**config.mk**
```make
export PLATFORM = sky130hd
export DESIGN_NAME = pwr_rst_ctrl
export DESIGN_NICKNAME = d
export VERILOG_FILES = /design/src/rtl/pwr_rst_pkg.sv /design/src/rtl/prc_rst_filter.sv /design/src/rtl/prc_stab_timer.sv /design/src/rtl/prc_emu_detect.sv /design/src/rtl/prc_mode_fsm.sv /design/src/rtl/pwr_rst_ctrl.sv
export SDC_FILE = /design/constraint.sdc
export NUM_CORES = 1
export LEC_CHECK = 0
export ABC_AREA = 1
export BUFFER_PORTS_ARGS = -buffer_cell sky130_fd_sc_hd__buf_2
export CAP_MARGIN = 20
export CELL_PAD_IN_SITES_DETAIL_PLACEMENT = 1
export CELL_PAD_IN_SITES_GLOBAL_PLACEMENT = 1
export CORE_MARGIN = 1
export CORE_UTILIZATION = 30
export DETAILED_ROUTE_END_ITERATION = 10
export PLACE_DENSITY = 0.68
export REMOVE_ABC_BUFFERS = 1
export SETUP_SLACK_MARGIN = 0.4
export SLEW_MARGIN = 20
export SYNTH_ARGS = -nofsm -noshare
export SYNTH_HDL_FRONTEND = slang
export SYNTH_SLANG_ARGS = --single-unit
```
**constraint.sdc**
```tcl
create_clock -name clk_i -period 1.4 [get_ports clk_i]
set_input_delay 0.07 -clock clk_i [delete_from_list [all_inputs] [get_ports clk_i]]
set_output_delay 0.07 -clock clk_i [all_outputs]
set_load 0.1 [all_outputs]
```
**src/rtl/pwr_rst_pkg.sv**
```systemverilog
package pwr_rst_pkg;
  typedef enum logic [1:0] {
    PM_RUN  = 2'd0,
    PM_IDLE = 2'd1,
    PM_PD   = 2'd2,
    PM_WAKE = 2'd3
  } pm_state_e;
endpackage

```
**src/rtl/prc_rst_filter.sv**
```systemverilog
module prc_rst_filter #(
  parameter int RST_CLKS = 24
) (
  input  logic clk_i,
  input  logic rst_ni,
  input  logic rst_pin_i,
  input  logic osc_run_i,
  output logic int_rst_o
);
  localparam int CW = $clog2(RST_CLKS + 1);
  localparam logic [CW-1:0] LAST = CW'(RST_CLKS - 1);

  logic [CW-1:0] cnt_q;
  logic          rst_q;

  always_ff @(posedge clk_i or negedge rst_ni) begin
    if (!rst_ni) begin
      cnt_q <= '0;
      rst_q <= 1'b1;
    end else if (!rst_pin_i) begin
      cnt_q <= '0;
      rst_q <= 1'b0;
    end else if (osc_run_i) begin
      if (cnt_q == LAST) rst_q <= 1'b1;
      else               cnt_q <= cnt_q + 1'b1;
    end
  end

  assign int_rst_o = rst_q;

  AST_RST_NEEDS_PIN: assert property (@(posedge clk_i) disable iff (!rst_ni)
    $rose(rst_q) |-> $past(rst_pin_i));
  AST_RST_RELEASE: assert property (@(posedge clk_i) disable iff (!rst_ni)
    !rst_pin_i |=> !int_rst_o);
endmodule

```
**src/rtl/prc_stab_timer.sv**
```systemverilog
module prc_stab_timer #(
  parameter int STAB_W = 8
) (
  input  logic              clk_i,
  input  logic              rst_ni,
  input  logic              load_i,
  input  logic              run_i,
  input  logic [STAB_W-1:0] len_i,
  output logic              done_o
);
  logic [STAB_W-1:0] cnt_q;

  always_ff @(posedge clk_i or negedge rst_ni) begin
    if (!rst_ni)                     cnt_q <= '0;
    else if (load_i)                 cnt_q <= len_i;
    else if (run_i && cnt_q != '0)   cnt_q <= cnt_q - 1'b1;
  end

  assign done_o = (cnt_q == '0);

  AST_STAB_MONO: assert property (@(posedge clk_i) disable iff (!rst_ni)
    (run_i && !load_i && done_o) |=> done_o);
endmodule

```
**src/rtl/prc_emu_detect.sv**
```systemverilog
module prc_emu_detect (
  input  logic clk_i,
  input  logic rst_ni,
  input  logic int_rst_i,
  input  logic ale_pin_i,
  input  logic psen_pin_i,
  output logic emu_mode_o
);
  logic arm_q, emu_q;

  always_ff @(posedge clk_i or negedge rst_ni) begin
    if (!rst_ni) begin
      arm_q <= 1'b0;
      emu_q <= 1'b0;
    end else if (int_rst_i) begin
      arm_q <= !ale_pin_i && psen_pin_i;
      emu_q <= 1'b0;
    end else if (arm_q) begin
      // strap must still hold on the edge after release
      emu_q <= !ale_pin_i;
      arm_q <= 1'b0;
    end
  end

  assign emu_mode_o = emu_q;

  AST_EMU_AFTER_RST: assert property (@(posedge clk_i) disable iff (!rst_ni)
    $rose(emu_q) |-> $past(int_rst_i, 2));
  AST_EMU_CLEAR: assert property (@(posedge clk_i) disable iff (!rst_ni)
    int_rst_i |=> !emu_mode_o);
endmodule

```
**src/rtl/prc_mode_fsm.sv**
```systemverilog
module prc_mode_fsm
  import pwr_rst_pkg::*;
#(
  parameter int N_EXT = 2
) (
  input  logic             clk_i,
  input  logic             rst_ni,
  input  logic             int_rst_i,
  input  logic             rst_pin_i,
  input  logic             emu_i,
  input  logic             idle_req_i,
  input  logic             pd_req_i,
  input  logic             irq_pend_i,
  input  logic [N_EXT-1:0] ext_int_n_i,
  input  logic [N_EXT-1:0] ext_int_en_i,
  input  logic [N_EXT-1:0] ext_int_edge_i,
  input  logic             stab_done_i,
  output logic             stab_load_o,
  output logic             stab_run_o,
  output logic             cpu_clk_en_o,
  output logic             per_clk_en_o,
  output logic             osc_en_o,
  output logic             ram_inhibit_o,
  output logic             idle_flag_o,
  output logic             pd_flag_o
);
  pm_state_e        state_q;
  logic [N_EXT-1:0] lvl_low;
  logic             wake_act;
  logic             inhibit_q;

  // only enabled, level-configured lines may wake from power-down
  for (genvar i = 0; i < N_EXT; i++) begin : g_wake
    assign lvl_low[i] = ext_int_en_i[i] && !ext_int_edge_i[i] && !ext_int_n_i[i];
  end
  assign wake_act = |lvl_low;

  always_ff @(posedge clk_i or negedge rst_ni) begin
    if (!rst_ni) begin
      state_q   <= PM_RUN;
      inhibit_q <= 1'b0;
    end else if (int_rst_i) begin
      state_q   <= PM_RUN;
      inhibit_q <= 1'b0;
    end else begin
      inhibit_q <= rst_pin_i && (inhibit_q || state_q == PM_IDLE);
      unique case (state_q)
        PM_RUN: begin
          if (!emu_i) begin
            if (pd_req_i)        state_q <= PM_PD;
            else if (idle_req_i) state_q <= PM_IDLE;
          end
        end
        PM_IDLE: begin
          if (rst_pin_i || irq_pend_i) state_q <= PM_RUN;
        end
        PM_PD: begin
          if (rst_pin_i || wake_act) state_q <= PM_WAKE;
        end
        PM_WAKE: begin
          if (stab_done_i && !wake_act) state_q <= PM_RUN;
        end
        default: state_q <= PM_RUN;
      endcase
    end
  end

  assign stab_load_o   = (state_q == PM_PD) && (rst_pin_i || wake_act);
  assign stab_run_o    = (state_q == PM_WAKE);
  assign cpu_clk_en_o  = (state_q == PM_RUN);
  assign per_clk_en_o  = (state_q == PM_RUN) || (state_q == PM_IDLE);
  assign osc_en_o      = (state_q != PM_PD);
  assign ram_inhibit_o = inhibit_q;
  assign idle_flag_o   = (state_q == PM_IDLE);
  assign pd_flag_o     = (state_q == PM_PD) || (state_q == PM_WAKE);

  AST_IDLE_WAKE: assert property (@(posedge clk_i) disable iff (!rst_ni)
    (state_q == PM_IDLE && irq_pend_i && !int_rst_i) |=> cpu_clk_en_o);
  AST_INHIBIT_SRC: assert property (@(posedge clk_i) disable iff (!rst_ni)
    $rose(inhibit_q) |-> $past(state_q == PM_IDLE));
  AST_REQ_PRIO: assert property (@(posedge clk_i) disable iff (!rst_ni)
    (state_q == PM_RUN && pd_req_i && idle_req_i && !int_rst_i && !emu_i)
      |=> (pd_flag_o && !idle_flag_o));
  AST_WAKE_GATE: assert property (@(posedge clk_i) disable iff (!rst_ni)
    (state_q == PM_WAKE && !stab_done_i && !int_rst_i) |=> !cpu_clk_en_o);
  AST_PD_HOLD: assert property (@(posedge clk_i) disable iff (!rst_ni)
    (state_q == PM_PD && !wake_act && !rst_pin_i && !int_rst_i) |=> !osc_en_o);
  AST_EMU_OSC: assert property (@(posedge clk_i) disable iff (!rst_ni)
    (emu_i && state_q == PM_RUN) |=> osc_en_o);
endmodule

```
**src/rtl/pwr_rst_ctrl.sv**
```systemverilog
module pwr_rst_ctrl #(
  parameter int CLKS_PER_MC = 12,
  parameter int RST_MC      = 2,
  parameter int STAB_W      = 8,
  parameter int N_EXT       = 2
) (
  input  logic              clk_i,
  input  logic              rst_ni,
  input  logic              rst_pin_i,
  input  logic              idle_req_i,
  input  logic              pd_req_i,
  input  logic              irq_pend_i,
  input  logic [N_EXT-1:0]  ext_int_n_i,
  input  logic [N_EXT-1:0]  ext_int_en_i,
  input  logic [N_EXT-1:0]  ext_int_edge_i,
  input  logic              ale_pin_i,
  input  logic              psen_pin_i,
  input  logic [STAB_W-1:0] stab_len_i,
  output logic              cpu_clk_en_o,
  output logic              per_clk_en_o,
  output logic              osc_en_o,
  output logic              int_rst_o,
  output logic              ram_inhibit_o,
  output logic              emu_mode_o,
  output logic              idle_flag_o,
  output logic              pd_flag_o
);
  localparam int RST_CLKS = CLKS_PER_MC * RST_MC;

  logic int_rst, emu, osc_en, stab_load, stab_run, stab_done;

  prc_rst_filter #(.RST_CLKS(RST_CLKS)) u_rst_filter (
    .clk_i     (clk_i),
    .rst_ni    (rst_ni),
    .rst_pin_i (rst_pin_i),
    .osc_run_i (osc_en),
    .int_rst_o (int_rst)
  );

  prc_stab_timer #(.STAB_W(STAB_W)) u_stab_timer (
    .clk_i  (clk_i),
    .rst_ni (rst_ni),
    .load_i (stab_load),
    .run_i  (stab_run),
    .len_i  (stab_len_i),
    .done_o (stab_done)
  );

  prc_emu_detect u_emu_detect (
    .clk_i      (clk_i),
    .rst_ni     (rst_ni),
    .int_rst_i  (int_rst),
    .ale_pin_i  (ale_pin_i),
    .psen_pin_i (psen_pin_i),
    .emu_mode_o (emu)
  );

  prc_mode_fsm #(.N_EXT(N_EXT)) u_mode_fsm (
    .clk_i          (clk_i),
    .rst_ni         (rst_ni),
    .int_rst_i      (int_rst),
    .rst_pin_i      (rst_pin_i),
    .emu_i          (emu),
    .idle_req_i     (idle_req_i),
    .pd_req_i       (pd_req_i),
    .irq_pend_i     (irq_pend_i),
    .ext_int_n_i    (ext_int_n_i),
    .ext_int_en_i   (ext_int_en_i),
    .ext_int_edge_i (ext_int_edge_i),
    .stab_done_i    (stab_done),
    .stab_load_o    (stab_load),
    .stab_run_o     (stab_run),
    .cpu_clk_en_o   (cpu_clk_en_o),
    .per_clk_en_o   (per_clk_en_o),
    .osc_en_o       (osc_en),
    .ram_inhibit_o  (ram_inhibit_o),
    .idle_flag_o    (idle_flag_o),
    .pd_flag_o      (pd_flag_o)
  );

  assign osc_en_o   = osc_en;
  assign int_rst_o  = int_rst;
  assign emu_mode_o = emu;
endmodule

```
Yosys cells after proc, flatten, opt, wreduce, memory -nomap -nowiden --
Index checks and enable logic that the tools add are counted. Widths: inputs -> output; s select.
Storage, ports and cells: word-level logic and storage cells 71, register bits 19, output and inout bits 8, input bits 22
Operators by class: add/sub/neg operators 2, mux-type cells 20, equal/unequal tests 13, reductions and logical operators 29
Operators by type and width (number):
- $mux 8 | 2
- $mux 5 | 3
- $mux 2 | 7
- $logic_and 1x1->1 | 9
- $logic_not 8->1 | 1
- $pmux 2 s4 | 1
- $reduce_bool 8->1 | 1
- $sub 8x1->8 const B | 1
- $mux 1 | 7
- $logic_not 1->1 | 6
- $ne 3x2->1 const B | 2
- $add 5x1->5 const B | 1
- $eq 5x5->1 const B | 1
- $logic_or 1x1->1 | 5
- $reduce_and 5->1 | 1
- $eq 2x2->1 const B | 2
- $ne 2x1->1 const B | 2
- $ne 2x2->1 const B | 2
- $ne 4x3->1 const B | 1
- $reduce_and 2->1 | 2
- $reduce_bool 2->1 | 2
- $ne 3x1->1 const B | 1
- $ne 3x3->1 const B | 1
- $eq 2x1->1 const B | 1
- 2 further kinds | 2

Logic depth before layout (Yosys ltp) --
Gate-level depths: netlist of the first run.
word-level depth 9, gate-level depth with buffers 10, mapped depth without buffers 10

Cells and area by module --
Synthesis of the first run repeated with hierarchy kept, for this count alone.
Unflattened totals: cells, all modules 184, area total of the unflattened synthesis 1278.7 um^2
By module, submodules not included:
- prc_stab_timer | cells an instance 93, times used 1, area each 596.8 um^2
- prc_rst_filter | cells an instance 40, times used 1, area each 331.6 um^2
- prc_mode_fsm | cells an instance 42, times used 1, area each 274.0 um^2
- prc_emu_detect | cells an instance 9, times used 1, area each 76.3 um^2

Worst setup path before layout of the first run --
OpenSTA, ideal clock, no wires.
path type register to register, from reg u_mode_fsm.state_q[0], to reg u_mode_fsm.state_q[0], stages on the path, launching flop included 8, setup slack -1.016 ns, required time 1.335 ns, data arrival time 2.350 ns, path through dfrtp_1 > nor2_1 > nand3_1 > nand3_1 > nor2_1 > nand3_1 > nand3_1 > nand2_1
On the way: word-level cells in the longest chain between the ends 3, elaborated cells on any way between the ends 12
RTL lines:
- start, declared | RTL line prc_mode_fsm.sv:27 | pm_state_e state_q;
- start signal, assigned | RTL line prc_mode_fsm.sv:40 | state_q <= PM_RUN;
- start signal, assigned | RTL line prc_mode_fsm.sv:43 | state_q <= PM_RUN;
- start signal, assigned | RTL line prc_mode_fsm.sv:50 | if (pd_req_i) state_q <= PM_PD;
- $logic_not 2->1 (*)
- net cpu_clk_en_o | RTL line pwr_rst_ctrl.sv:19 | output logic cpu_clk_en_o,
- $ne 4x3->1 (no source line) (tied with other cells)
- $reduce_and 5->1 (no source line) or $mux 2 (tied branches)
Mark *: on every way through the listed nets, which the timed path passes. The rest lies on a longest branch. A chain may end at the register's enable or synchronous reset.

Worst setup path after layout of the first run --
from reg u_stab_timer.cnt_q[5], to reg u_stab_timer.cnt_q[0]
On the way: word-level cells in the longest chain between the ends 3
RTL lines:
- start, declared | RTL line prc_stab_timer.sv:11 | logic [STAB_W-1:0] cnt_q;
- start signal, assigned | RTL line prc_stab_timer.sv:15 | else if (load_i) cnt_q <= len_i;
- start signal, assigned | RTL line prc_stab_timer.sv:16 | else if (run_i && cnt_q != '0) cnt_q <= cnt_q - 1'b1;
- $reduce_bool 8->1 | RTL line prc_stab_timer.sv:16
- $logic_and 1x1->1 | RTL line prc_stab_timer.sv:16
- $reduce_bool 2->1 (no source line)
No other way between the ends.

==> results.cfg, run 1 <==
[sta]
slew_headroom = 0.690
setup_ws_ps = 59.8
finalCritPeriodShare = 0.957
fin_worst_skew_ps = 1.84
rsz0062_at_grt = yes
period_needed_ps = 1340
drv_slew = 0
fmax_ghz = 0.746
setup_viol = 0
hold_viol_final = 0
worst_pin_slew_ps = 464

[clock_tree]
clkSinkCount = 19
clockBufferDepth = 2
cts_buffers = 3
cts-root-buf = clkbuf_8
path_clk_slew_ps = 70
cts_tree = done
worstSkewPairLatency_ps = 260
h-tree-depth = 1

[finish]
layout-drive-gt1-share = 0.517
fin_nets = 260
fin_util = 0.555
finish.instance_area_um2 = 2060
diodes = 0
fin_cells = 282
area_growth_syn_to_layout_pct = 74.1

[worst_setup_path]
cp.arrival_ps = 1490
crit_slowest_cell = dfrtp_2
crit_chain = nor2_4 > nand2_2 > o21ai_4 > xor2_1 > a21oi_1
startpoint_type = flip-flop
crit_family = flip-flops
crit_path_max_fanout = 4
worstSetupEndpointType = flip-flop
worstPathRequired_ps = 1550
critPathKind = reg2reg
critPathMaxStageDelay_ps = 450
critPathBufInv = 0

[power_and_ir_drop]
p_int_mw = 2.52
power_switching_mw = 2.46
swShare = 0.493
irDropWorstVdd_v = 0.000826
p_leak_nw = 0.981
power_frac_clock = 0.080
p_comb_frac = 0.726
p_per_area_nw_per_um2 = 2420
p_seq_frac = 0.195

[synth]
postSynthAreaPerCell_um2 = 7.22
yosys_warnings = 0
ys_top_cells_by_area = dfrtp_1, nand2_1, nand3_1
synth_seq_area_share = 0.403
synth-seq-cells = 19
synth_common_cells = nand2_1, nand3_1, nor2_1, dfrtp_1, inv_1
synth_top_flop_cell = dfrtp_1
postSynthCellCount = 164
netlist.area_leader.share = 0.381
synthDistinctLibCells = 27
synth.largest_area_cell = dfrtp_1
synth_edf_count = 0
yosysMostFrequentCell = nand2_1
ys_async_sr_fraction = 1.00
syn_area_um2 = 1180

[floorplan]
core_area_um2 = 3720
rows = 22
ios = 30
dieArea_um2 = 4200
die_y_um = 64.8
start_util = 0.319
die_x_um = 64.8

[grt]
overflow = 0
gr-usage-all-layers = 0.211
grt_max_degree = 20
grt_pass1_vias = 1491
grt_pass1_wl_um = 6800
antenna_found_initial = 0

[drt]
wire_per_inst_um = 14.7
firstDrtPassIters = 4
num_vias = 1373
drtIter0Drc = 35
viasPerCell = 4.87
antenna_left = 0
wl_um = 4140
drcViolationCount = 0

[place]
numPortBuffers = 29
dp_cells = 247
place_hpwl_um = 2580
pre_cts_ws_ps = -89.1
gp_congestion = 0.792
post_dp_cell_area_um2 = 1480

[outcome]
status = finished clean

[flow_run]
maxCapViolations = 0

[min_path]
hold_path.class = in2reg
-- timing repair --
action | CTS | global route
endpoints found under the hold margin | 20 | 0
buffers inserted | 21 | 8
resized for setup | 64 | 23
hold buffers | 2 | 0
pin swaps | 16 | 9
setup endpoints to repair | 26 | 24
-- cells in the final DEF (no fill, tap or decap), types with 2 or more instances in the layout --
master         count
nand2_1           36
buf_4             29
buf_2             21
nand3_1           20
dfrtp_1           14
inv_1             11
nor2_4             8
nor2_1             8
buf_6              8
nor2_2             7
buf_12             7
inv_2              6
nand2_2            5
dfrtp_2            4
inv_4              3
o21ai_1            3
a21oi_1            3
xnor2_1            3
clkbuf_8           3
nand3b_1           2
or2_2              2
o21ai_2            2
nand2_4            2
xor2_1             2
nor3_2             2
a21oi_2            2
nand3_2            2
o211ai_1           2
dlygate4sd3_1      2
-- worst paths after layout --
check / to / from / cells past startpoint / slack, ps
hold / removal: u_stab_timer.cnt_q[3]$_DFFE_PN0P_ / stab_len_i[3] / 3 / 20
setup / recovery: u_stab_timer.cnt_q[0]$_DFFE_PN0P_ / u_stab_timer.cnt_q[5]$_DFFE_PN0P_ / 5 / 60
max in group asynchronous: u_mode_fsm.state_q[0]$_DFFE_PN0P_ / rst_ni / 2 / 770
min in group asynchronous: u_rst_filter.cnt_q[2]$_DFFE_PN0P_ / rst_ni / 2 / 290
setup reg to reg: u_stab_timer.cnt_q[0]$_DFFE_PN0P_ / u_stab_timer.cnt_q[5]$_DFFE_PN0P_ / 5 / 60
hold reg to reg: u_emu_detect.emu_mode_o$_DFFE_PN0P_ / u_emu_detect.arm_q$_DFF_PN0_ / 1 / 460
-- cell families after synthesis --
| family | synth area share |
|---|---|
| and+or+nand+nor | 0.372 |
| xor gates and xnor gates | 0.0444 |
| AOI/OAI and AO/OA | 0.0793 |
| buffers and inverters | 0.0698 |
| adders and majority gates | 0.0317 |
| DFF | 0.403 |
-- metal layers --
metal	wire length, um	part of all wire	vias to the layer above	GRT usage
met1	1640	0.40	672	0.229
li1	-	-	669	-
met4	75	0.018	0	0.0694
met5	0	0	-	0
met2	2310	0.56	26	0.414
met3	110	0.027	6	0.0229
-- power by group through the flow --
stage / clock network, mW / registers, mW / logic, mW
after floorplan: 0 / 1.10 / 1.43
after global placement: 0 / 0.928 / 2.22
after detailed placement: 0 / 0.939 / 2.28
after CTS: 0.417 / 0.947 / 3.17
after global routing: 0.435 / 0.993 / 3.89
final: 0.397 / 0.969 / 3.61
-- area by class of cell --
cell class / instances / area [um2]
Inverter: 21 / 91.3
Sequential cell: 19 / 482
Multi-Input combinational cell: 123 / 810
Tap cell: 48 / 60.1
Fill cell: 463 / 1660
Timing Repair Buffer: 67 / 573
Clock buffer: 4 / 45.0
-- registers in the layout, indices dropped and copies added (netlist names) --
signal,count
u_emu_detect.arm_q,1
u_stab_timer.cnt_q,8
u_rst_filter.int_rst_o,1
u_rst_filter.cnt_q,5
u_mode_fsm.ram_inhibit_o,1
u_mode_fsm.state_q,2
u_emu_detect.emu_mode_o,1
-- per-stage QoR --
step | hold WS [ps] | setup TNS (ps) | power (mW)
2_1_floorplan | -226 | -17920 | 2.53
3_3_place_gp | 50.3 | 0 | 3.15
3_5_place_dp | 50.0 | -201 | 3.22
4_1_cts | 21.6 | 0 | 4.53
5_1_grt | 20.2 | -75.4 | 5.32
6_report | 24.5 | 0 | 4.98
-- worst min-delay path: stages --
cell and delay [ps]:
buf_2 70, nand2_1 40, nand3_1 70
(Power assumes the default switching activity.)
==> run 2: changes to the inputs <==
--- a/config.mk
+++ b/config.mk
@@ -6,17 +6,17 @@
 export NUM_CORES = 1
 export LEC_CHECK = 0
 export ABC_AREA = 1
-export BUFFER_PORTS_ARGS = -buffer_cell sky130_fd_sc_hd__buf_2
 export CAP_MARGIN = 20
 export CELL_PAD_IN_SITES_DETAIL_PLACEMENT = 1
 export CELL_PAD_IN_SITES_GLOBAL_PLACEMENT = 1
 export CORE_MARGIN = 1
-export CORE_UTILIZATION = 30
+export CORE_UTILIZATION = 39
 export DETAILED_ROUTE_END_ITERATION = 10
-export PLACE_DENSITY = 0.68
+export DONT_BUFFER_PORTS = 1
+export PLACE_DENSITY = 0.73
 export REMOVE_ABC_BUFFERS = 1
 export SETUP_SLACK_MARGIN = 0.4
-export SLEW_MARGIN = 20
+export SLEW_MARGIN = 0
 export SYNTH_ARGS = -nofsm -noshare
 export SYNTH_HDL_FRONTEND = slang
 export SYNTH_SLANG_ARGS = --single-unit
==> results.cfg, run 2 <==
[floorplan]
start_util = 0.422
die_y_um = 57.1
die_x_um = 57.1
rows = 19
ios = 30

[synth]
synth.largest_area_cell = dfrtp_1
synth-seq-cells = 19
synth_edf_count = 0
yosys_warnings = 0
synth_seq_area_share = 0.403
yosysMostFrequentCell = nand2_1
ys_top_cells_by_area = dfrtp_1, nand2_1, nand3_1
ys_async_sr_fraction = 1.00
synth_common_cells = nand2_1, nand3_1, nor2_1, dfrtp_1, inv_1
synthDistinctLibCells = 27
syn_area_um2 = 1180
netlist.area_leader.share = 0.381
synth_top_flop_cell = dfrtp_1
postSynthAreaPerCell_um2 = 7.22
postSynthCellCount = 164

[outcome]
error_message = [ERROR DPL-0033] detailed placement checks failed during check placement.
failed_stage = global routing
status = aborted with a tool error

[grt]
grt_max_degree = 20
antenna_found_initial = 0

[place]
gp_congestion = 0.853
numPortBuffers = 0
post_dp_cell_area_um2 = 1330
place_hpwl_um = 2350

[clock_tree]
h-tree-depth = 1
clockBufferDepth = 2
cts_buffers = 3
cts-root-buf = clkbuf_4
clkSinkCount = 19

[sta]
worst_endpoint = u_rst_filter.cnt_q[4]$_DFFE_PN0P_/D
worst_endpoint_kind = register input
-- run 2: cell counts after synthesis --
No cell type changed its count.
-- run 2: logic make-up after synthesis --
logic type,synth area share
AOI/OAI and AO/OA,0.0793
xor gates and xnor gates,0.0444
adders and majority gates,0.0317
buffers and inverters,0.0698
DFF,0.403
and+or+nand+nor,0.372
-- run 2: repair_timing --
item,4_1_cts
hold buffers,13
hold endpoints to repair,36
endpoints found under the setup margin,26
pin swaps,25
resized for setup,70
buffers inserted,15
-- run 2: metrics by stage --
step / hold WS, ps / setup WS [ps] / util / std cells
CTS: 12.4 / 76.5 / 0.661 / 241
detailed placement: -225 / -18.9 / 0.475 / 209
global placement: -225 / 30.0 / 0.475 / 209
floorplan: -226 / -1510 / - / 163
==> run 3: changes to the inputs <==
--- a/config.mk
+++ b/config.mk
@@ -7,15 +7,12 @@
 export LEC_CHECK = 0
 export ABC_AREA = 1
 export CAP_MARGIN = 20
-export CELL_PAD_IN_SITES_DETAIL_PLACEMENT = 1
-export CELL_PAD_IN_SITES_GLOBAL_PLACEMENT = 1
 export CORE_MARGIN = 1
-export CORE_UTILIZATION = 39
+export CORE_UTILIZATION = 25
 export DETAILED_ROUTE_END_ITERATION = 10
 export DONT_BUFFER_PORTS = 1
-export PLACE_DENSITY = 0.73
+export PLACE_DENSITY_LB_ADDON = 0.15
 export REMOVE_ABC_BUFFERS = 1
-export SETUP_SLACK_MARGIN = 0.4
 export SLEW_MARGIN = 0
 export SYNTH_ARGS = -nofsm -noshare
 export SYNTH_HDL_FRONTEND = slang
==> constraint.sdc (replaced) <==
create_clock -name clk_i -period 1.8 [get_ports clk_i]
set_input_delay 0.09 -clock clk_i [delete_from_list [all_inputs] [get_ports clk_i]]
set_output_delay 0.09 -clock clk_i [all_outputs]
set_load 0.1 [all_outputs]
==> results.cfg, run 3 (synthesized netlist as in run 1, its figures left out) <==
[sta]
slew_headroom = 0.397
period_needed_ps = 1630
setup_tns_ps = 0
fin_worst_skew_ps = 1.53
finalCritPeriodShare = 0.908
rsz0062_at_grt = no
drv_slew = 0
setup_viol = 0
worst_pin_slew_ps = 902
hold_viol_final = 0
fmax_ghz = 0.612

[clock_tree]
clockBufferDepth = 2
path_clk_slew_ps = 70
cts_buffers = 3
h-tree-depth = 1
cts_tree = done
cts_setup_buffers = 0
cts-root-buf = clkbuf_8
clkSinkCount = 19
worstSkewPairLatency_ps = 260

[floorplan]
die_y_um = 70.8
start_util = 0.266
die_x_um = 70.8
ios = 30
rows = 24
core_area_um2 = 4440
dieArea_um2 = 5010

[finish]
layout_commonest_cell = nand2_1
final_cell_mix = nand2_1, nand3_1, nor2_1, dfrtp_1, inv_1
diodes = 0
finish.instance_area_um2 = 1450
largest_reg_flops = 8
regMostFlops = u_stab_timer.cnt_q
fin_util = 0.327
area_growth_syn_to_layout_pct = 22.7
layout-drive-gt1-share = 0.146
fin_nets = 211
reg.largest.list = u_stab_timer.cnt_q (8), u_rst_filter.cnt_q (5), u_mode_fsm.state_q (2)

[drt]
drtIter0Drc = 39
viasPerCell = 4.62
wl_um = 2760
firstDrtPassIters = 6
wire_per_inst_um = 11.7
antenna_left = 0
drcViolationCount = 0
num_vias = 1095

[place]
gp_congestion = 0.769
place_hpwl_um = 2110
post_dp_cell_area_um2 = 1310
numPortBuffers = 0

[worst_setup_path]
worstPathRequired_ps = 2000
r2r-start = u_rst_filter.int_rst_o$_DFFE_PN1P_
critPathKind = reg2reg
worstSetupEndpointType = flip-flop
rr_worst_depth = 4
crit_path_max_fanout = 4
crit_slowest_cell = dlygate4sd3_1
critPathBufInv = 2
startpoint_type = flip-flop
crit_family = buffers and inverters
crit_chain = buf_4 > nand2_1 > nor2_1 > dlygate4sd3_1
rrSetupSlack_ps = 170
critPathMaxStageDelay_ps = 550
cp.arrival_ps = 1830
r2r-end = u_emu_detect.arm_q$_DFF_PN0_

[min_path]
min-delay-start = rst_pin_i
hold_path.class = in2reg
whs_path_depth = 2
holdPathEnd = u_rst_filter.int_rst_o$_DFFE_PN1P_

[grt]
grt_pass1_wl_um = 4890
antenna_found_initial = 0
overflow = 0
grt_max_degree = 20
grt_pass1_vias = 1114
gr-usage-all-layers = 0.124

[power_and_ir_drop]
irDropWorstVdd_v = 0.000521
p_leak_nw = 0.696
p_per_area_nw_per_um2 = 1770
finalPower_mw = 2.57

[flow_run]
maxCapViolations = 0

[outcome]
status = finished clean
-- run 3: area by class of cell --
| type | instances | area, um2 |
|---|---|---|
| clock buffer | 4 | 45.0 |
| fill | 501 | 2990 |
| inverter | 21 | 78.8 |
| multi-input combinational | 123 | 627 |
| sequential | 19 | 477 |
| tap | 52 | 65.1 |
| timing repair buffer | 18 | 160 |
-- run 3: how the worst max path moves through the flow --
| stage | start | cells after the start | end |
|---|---|---|---|
| after detailed placement | u_stab_timer.cnt_q[0]$_DFFE_PN0P_ | 9 | u_mode_fsm.state_q[0]$_DFFE_PN0P_ |
| final | u_rst_filter.int_rst_o$_DFFE_PN1P_ | 4 | u_emu_detect.arm_q$_DFF_PN0_ |
| after CTS | u_rst_filter.int_rst_o$_DFFE_PN1P_ | 4 | u_emu_detect.arm_q$_DFF_PN0_ |
| after floorplan | u_mode_fsm.state_q[1]$_DFFE_PN0P_ | 7 | u_mode_fsm.state_q[0]$_DFFE_PN0P_ |
| after global routing | u_rst_filter.int_rst_o$_DFFE_PN1P_ | 4 | u_emu_detect.arm_q$_DFF_PN0_ |
| after global placement | u_rst_filter.cnt_q[0]$_DFFE_PN0P_ | 7 | u_rst_filter.cnt_q[3]$_DFFE_PN0P_ |
-- run 3: through the flow --
stage	instances	setup slack, ps	hold WS, ps
3_5_place_dp	223	338	-205
3_3_place_gp	223	378	-205
2_1_floorplan	163	-1110	-206
4_1_cts	237	174	39.7
6_report	237	166	33.3
5_1_grt	237	103	47.5
-- run 3: what timing repair did --
action                                 CTS  global route
endpoints found under the hold margin   31             0
hold buffers                            10             0
resized for setup                        0             0
-- run 3: metal layers --
metal | share of wire | up-vias | routed length [um] | global-route usage
met2 | 0.51 | 14 | 1400 | 0.228
met1 | 0.45 | 508 | 1250 | 0.142
li1 | - | 568 | - | -
met3 | 0.029 | 5 | 81 | 0.0342
met4 | 0.0098 | 0 | 27 | 0.0333
met5 | 0 | - | 0 | 0
-- run 3: worst register-to-register path: cells and delay by family (launching register included) --
kind | cells | cell delay [ps]
simple gates | 2 | 180
buf+inv | 2 | 860
flops | 1 | 530
-- run 3: where the power goes --
group	switching (mW)	internal (mW)	total, mW
sequential	0.162	0.573	0.735
combinational	1.08	0.453	1.54
clock	0.140	0.157	0.297
total	1.39	1.18	2.57
